===== src/rtl/uart_irq_pkg.sv =====
package uart_irq_pkg;

  typedef enum logic [3:0] {
    CODE_MODEM  = 4'h0,
    CODE_NONE   = 4'h1,
    CODE_TXRDY  = 4'h2,
    CODE_RXDATA = 4'h4,
    CODE_LINE   = 4'h6,
    CODE_TMOUT  = 4'hC
  } irqCode_e;

  // Enable-register bit positions
  localparam int EN_RX    = 0;
  localparam int EN_TX    = 1;
  localparam int EN_LINE  = 2;
  localparam int EN_MODEM = 3;

  typedef struct packed {
    logic loadIer;
    logic armPend;
    logic clearPend;
  } ctrlStrobes_t;

endpackage


===== src/rtl/uart_irq_ctrl.sv =====
module uart_irq_ctrl
  import uart_irq_pkg::*;
(
  input  logic         ierWrEn,
  input  logic         thrEmpty,
  input  logic         thrWrEn,
  input  logic         iirRdEn,
  output ctrlStrobes_t strobe
);

  always_comb begin
    strobe.loadIer   = ierWrEn;
    strobe.armPend   = ierWrEn & thrEmpty;
    strobe.clearPend = thrWrEn | iirRdEn;
  end

endmodule


===== src/rtl/uart_irq_dp.sv =====
module uart_irq_dp
  import uart_irq_pkg::*;
#(
  parameter int CNT_W = 5
) (
  input  logic             clk,
  input  logic             rstN,
  input  ctrlStrobes_t     strobe,
  input  logic [7:0]       ierWrData,
  input  logic [4:0]       lineStat,
  input  logic             rxTimeout,
  input  logic             fifoEnable,
  input  logic [CNT_W-1:0] rxCount,
  input  logic [CNT_W-1:0] rxTrigLevel,
  input  logic [3:0]       msrDelta,
  output logic [7:0]       iirValue,
  output logic             irqOut,
  output logic [3:0]       ierValue
);

  logic [3:0] ierReg;
  logic       txPend;
  logic       unusedHigh;
  irqCode_e   code;

  logic lineReq, tmoReq, rxGate, rxReady, txReq, modemReq;

  assign unusedHigh = ^ierWrData[7:4];

  always_ff @(posedge clk) begin
    if (!rstN) begin
      ierReg <= '0;
      txPend <= 1'b0;
    end else begin
      if (strobe.loadIer) ierReg <= ierWrData[3:0];
      if (strobe.clearPend)    txPend <= 1'b0;
      else if (strobe.armPend) txPend <= 1'b1;
    end
  end

  always_comb begin
    lineReq  = ierReg[EN_LINE] & (|lineStat[4:1]);
    tmoReq   = ierReg[EN_RX] & rxTimeout;
    rxGate   = ierReg[EN_RX] & lineStat[0];
    rxReady  = rxGate & (~fifoEnable | (rxCount >= rxTrigLevel));
    txReq    = ierReg[EN_TX] & txPend;
    modemReq = ierReg[EN_MODEM] & (|msrDelta);
  end

  always_comb begin
    if (lineReq)       code = CODE_LINE;
    else if (tmoReq)   code = CODE_TMOUT;
    else if (rxGate)   code = rxReady ? CODE_RXDATA : CODE_NONE;
    else if (txReq)    code = CODE_TXRDY;
    else if (modemReq) code = CODE_MODEM;
    else               code = CODE_NONE;
  end

  assign iirValue = {{2{fifoEnable}}, 2'b00, code};
  assign irqOut   = (code != CODE_NONE);
  assign ierValue = ierReg;

endmodule


===== src/rtl/uart_irq_ident.sv =====
module uart_irq_ident
  import uart_irq_pkg::*;
#(
  parameter int CNT_W = 5
) (
  input  logic             clk,
  input  logic             rstN,
  input  logic             ierWrEn,
  input  logic [7:0]       ierWrData,
  input  logic             thrEmpty,
  input  logic             thrWrEn,
  input  logic             iirRdEn,
  input  logic [4:0]       lineStat,
  input  logic             rxTimeout,
  input  logic             fifoEnable,
  input  logic [CNT_W-1:0] rxCount,
  input  logic [CNT_W-1:0] rxTrigLevel,
  input  logic [3:0]       msrDelta,
  output logic [7:0]       iirValue,
  output logic             irqOut,
  output logic [3:0]       ierValue
);

  ctrlStrobes_t strobe;

  uart_irq_ctrl u_ctrl (
    .ierWrEn  (ierWrEn),
    .thrEmpty (thrEmpty),
    .thrWrEn  (thrWrEn),
    .iirRdEn  (iirRdEn),
    .strobe   (strobe)
  );

  uart_irq_dp #(.CNT_W(CNT_W)) u_dp (
    .clk         (clk),
    .rstN        (rstN),
    .strobe      (strobe),
    .ierWrData   (ierWrData),
    .lineStat    (lineStat),
    .rxTimeout   (rxTimeout),
    .fifoEnable  (fifoEnable),
    .rxCount     (rxCount),
    .rxTrigLevel (rxTrigLevel),
    .msrDelta    (msrDelta),
    .iirValue    (iirValue),
    .irqOut      (irqOut),
    .ierValue    (ierValue)
  );

endmodule


===== config.mk =====
export PLATFORM = sky130hd
export DESIGN_NAME = uart_irq_ident
export DESIGN_NICKNAME = d
export VERILOG_FILES = /design/src/rtl/uart_irq_pkg.sv /design/src/rtl/uart_irq_ctrl.sv /design/src/rtl/uart_irq_dp.sv /design/src/rtl/uart_irq_ident.sv
export SDC_FILE = /design/constraint.sdc
export NUM_CORES = 1
export LEC_CHECK = 0
export ABC_CLOCK_PERIOD_IN_PS = 2700
export BUFFER_PORTS_ARGS = -buffer_cell sky130_fd_sc_hd__buf_2
export CORE_AREA = 2 2 39 41
export DETAILED_ROUTE_END_ITERATION = 16
export DIE_AREA = 0 0 41 43
export MAX_ROUTING_LAYER = met4
export PLACE_DENSITY_LB_ADDON = 0.1
export SETUP_SLACK_MARGIN = 0.3
export SLEW_MARGIN = 30
export SYNTH_ARGS = -nofsm -noshare
export SYNTH_HDL_FRONTEND = slang
export SYNTH_SLANG_ARGS = --single-unit

===== constraint.sdc =====
create_clock -name clk -period 2.7 [get_ports clk]
set_input_delay 0.135 -clock clk [delete_from_list [all_inputs] [get_ports clk]]
set_output_delay 0.135 -clock clk [all_outputs]
set_load 0.03 [all_outputs]

==> flow_metrics.env <==
export IMPL_run_status="complete, no violations"
export IMPL_maxCapViolations=0
export IMPL_vias_after_detailed_routing=490
export IMPL_synthDistinctLibCells=24
export IMPL_fmax_mhz=675.8
export IMPL_instances_no_fill=107
export IMPL_sort_of_element_at_the_start_of_the_critical_path="primary input"
export IMPL_routed_wirelength_um=978
export IMPL_drtAntennaViolNets=0
export IMPL_report_final_slew_viol_count=0
export IMPL_initial_utilization_pct=31.37
export IMPL_cts_buffers_inserted=3
export IMPL_critical_path_required_ns=2.57
export IMPL_design_die_area_um2=1763
export IMPL_numPlacedInstances=103
export IMPL_detailed_place_area_um2=629.4
export IMPL_die_width_um=41
export IMPL_syn_area_per_cell_um2=8.683
export IMPL_setup_worst_path_end_class="output pin"
export IMPL_whs_path_depth=2
export IMPL_clock_skew_final_ns=0
export IMPL_power_switching_share_pct=33.73
export IMPL_timing_reg2reg_setup_slack_ns=1.96
export IMPL_vias_per_cell=4.579
export IMPL_worst_hold_startpoint="iirRdEn"
export IMPL_mostFrequentLayoutCells="buf_2 (41), inv_1 (5), ha_1 (5), dfxtp_1 (5)"
export IMPL_yosys_area_top_type_share_pct=23.05
export IMPL_reg2reg_from="u_dp.ierValue[0]"
export IMPL_synth_area_leader_cell="dfxtp_1"
export IMPL_final_setup_tns_ns=0
export IMPL_power_density_cells_nw_per_um2=402.1
export IMPL_cts_hold_repair_buffers=0
export IMPL_post_route_period_util_pct=54.81
export IMPL_syn_cell_area_um2=434.2
export IMPL_report_final_setup_viol=0
export IMPL_grt_antenna_before_repair=0
export IMPL_critPathMostFrequentCell="buf_2"
export IMPL_dp_final_hpwl_um=872.6
export IMPL_floorplan_core_area_um2=1384
export IMPL_cell_internal_pwr_uw=174.7
export IMPL_cts_repair_resized=0
export IMPL_die_height_um=43
export IMPL_setup_worst_path_class="primary input to output pin"
export IMPL_wire_per_inst_um=9.140
export IMPL_synth_seq_area_share_pct=23.05
export IMPL_io_buffers=41
export IMPL_globalplace_congestion=0.6687
export IMPL_synth_seq_cells=5
export IMPL_cts_buffer_depth=2
export IMPL_grt_residual_overflow=0
export IMPL_filler_cell_count=143
export IMPL_drc_violation_count_after_routing=0
export IMPL_timing_final_hold_violations=0
export IMPL_nNetsFinal=132
export IMPL_power_share_clock_pct=32.0
export IMPL_grt_start_max_net_pins=8
export IMPL_rsz0062_at_grt="false"
export IMPL_ioPinCount=48
export IMPL_min_delay_path_class="primary input to flip-flop"
export IMPL_regToRegEndpoint="u_dp.ierValue[0]"
export IMPL_combinationalPowerShare_pct=36.8
export IMPL_grt_first_pass_wirelength_um=1449
export IMPL_crit_chain="buf_2 -> ha_1 -> nand2_1 -> nand3b_1 -> a31oi_4 -> and4_1 -> buf_2"
export IMPL_tritoncts="built"
export IMPL_htree_num_levels=1
export IMPL_power_total_uw=263.6
export IMPL_cts_root_buffer="clkbuf_4"
export IMPL_power_frac_seq_pct=31.2
export IMPL_cts_sinks=5
export IMPL_holdPathEnd="u_dp.txPend"
export IMPL_postCtsSetupRepairBufs=0
export IMPL_finalInstanceArea_um2=655.6
export IMPL_synth_yosys_warnings=0
export IMPL_static_leakage_power_uw=0.0003726
export IMPL_drt_first_iter_violations=3
export IMPL_syn2layout_area_growth_pct=51.01
export IMPL_timing_final_crit_period_ns=1.480
export IMPL_post_synth_main_area_contributors="dfxtp_1 (23%), ha_1 (14%), mux2i_1 (9.2%)"
export IMPL_insertedDiodeCount=0
export IMPL_critical_path_max_stage_delay_ns=0.30
export IMPL_layout_drive_gt1_share_pct=50.55
export IMPL_total_switching_power_uw=88.92
export IMPL_cp_arrival_ns=1.34
export IMPL_cts_clk_slew_worst_paths_ns=0.04
export IMPL_insertion_delay_ns=0.24
export IMPL_grt_pass1_vias=401
export IMPL_worst_ir_drop_vdd_v=0.0001860
export IMPL_drtPass1Iterations=5
export IMPL_netlist_instances=50
export IMPL_timing_critical_path_fanout_max=3
export IMPL_core_rowCount=14
export IMPL_layout_cells_most_common="buf_2"
export IMPL_critical_path_slowest_cell="ha_1"
export IMPL_r2r_worst_path_cells=2
export IMPL_grt_resource_usage_total_pct=11.96
export IMPL_timing_hold_ws_ns=0.06003
-- power by group through the flow --
stage	sequential, µW	combinational, µW	clock, µW
after floorplan	89.8	56.8	0
after global placement	83.5	96.5	0
after detailed placement	83.5	97.8	0
after CTS	82.3	97.9	88.1
after global routing	82.8	107	90.3
final	82.3	96.9	84.5
-- synth_stat cells --
| library cell | n |
|---|---|
| o41a_1 | 1 |
| buf_4 | 4 |
| mux2i_1 | 4 |
| and4_1 | 1 |
| a22o_1 | 1 |
| nor4b_1 | 1 |
| nand3_1 | 2 |
| o21ai_0 | 1 |
| inv_1 | 5 |
| nand4_1 | 2 |
| nand2_1 | 3 |
| ha_1 | 5 |
| conb_1 | 1 |
| clkbuf_1 | 1 |
| o41ai_1 | 1 |
| nor2b_1 | 4 |
| nor2_1 | 1 |
| a31oi_4 | 1 |
| a31o_2 | 1 |
| nand3b_1 | 1 |
| a21o_1 | 1 |
| nand2b_1 | 1 |
| dfxtp_1 | 5 |
| a21oi_1 | 2 |
-- per-layer routing --
| layer | global-route usage (%) | wire length (µm) | part of all wire (%) | vias to the layer above |
|---|---|---|---|---|
| met1 | 15.53 | 405 | 41 | 204 |
| met5 | - | 0 | 0 | - |
| li1 | - | - | - | 255 |
| met2 | 17.50 | 432 | 44 | 31 |
| met3 | 1.571 | 140 | 14 | 0 |
| met4 | 6.000 | 0 | 0 | 0 |
-- worst max path at each step --
stage	start	end	slack [ns]	depth (start not counted)
2_1_floorplan	u_dp.ierValue[0]	iirValue[3]	1.37	2
4_1_cts	u_dp.ierValue[0]	iirValue[0]	1.21	4
5_1_grt	u_dp.ierValue[0]	iirValue[0]	1.09	4
6_report	rxCount[4]	iirValue[0]	1.22	7
3_5_place_dp	rxCount[4]	iirValue[0]	1.23	7
3_3_place_gp	rxCount[4]	iirValue[0]	1.23	7
-- critical path, delay by kind of cell --
family	cells	cell delay [ns]
AND/OR/NAND/NOR	3	0.40
adder cells (fa/ha/maj)	1	0.30
buffers and inverters	2	0.29
AO/OA/AOI/OAI	1	0.22
-- cells by family after synthesis --
kind of cell / Yosys count / share of synthesized area, %
AND/OR/NAND/NOR: 16 / 21.61
multiplexers: 4 / 9.222
other: 1 / 0.8637
flip-flops: 5 / 23.06
buffers and inverters: 10 / 12.10
AO/OA/AOI/OAI: 9 / 18.73
adder cells (fa/ha/maj): 5 / 14.41
-- registers in the layout, summed over array words and instances (netlist names) --
signal	flops
u_dp.txPend	1
u_dp.ierValue	4
-- final cells by class --
type	instances	area, µm²	area share [%]
repair buffers	41	205.2	31.30
multi-input cells	36	285.3	43.51
inverters	5	18.77	2.863
flip-flops and latches	5	100.1	15.27
well taps	16	20.02	3.053
clock buffers	4	26.28	4.008
-- through the flow --
step	util, %	setup slack (ns)
floorplan	-	1.368
global placement	45.48	1.226
detailed placement	45.48	1.229
CTS	47.38	1.207
global route	47.38	1.086
finish	47.38	1.220
Note: power is estimated with default switching activity, not from simulation.
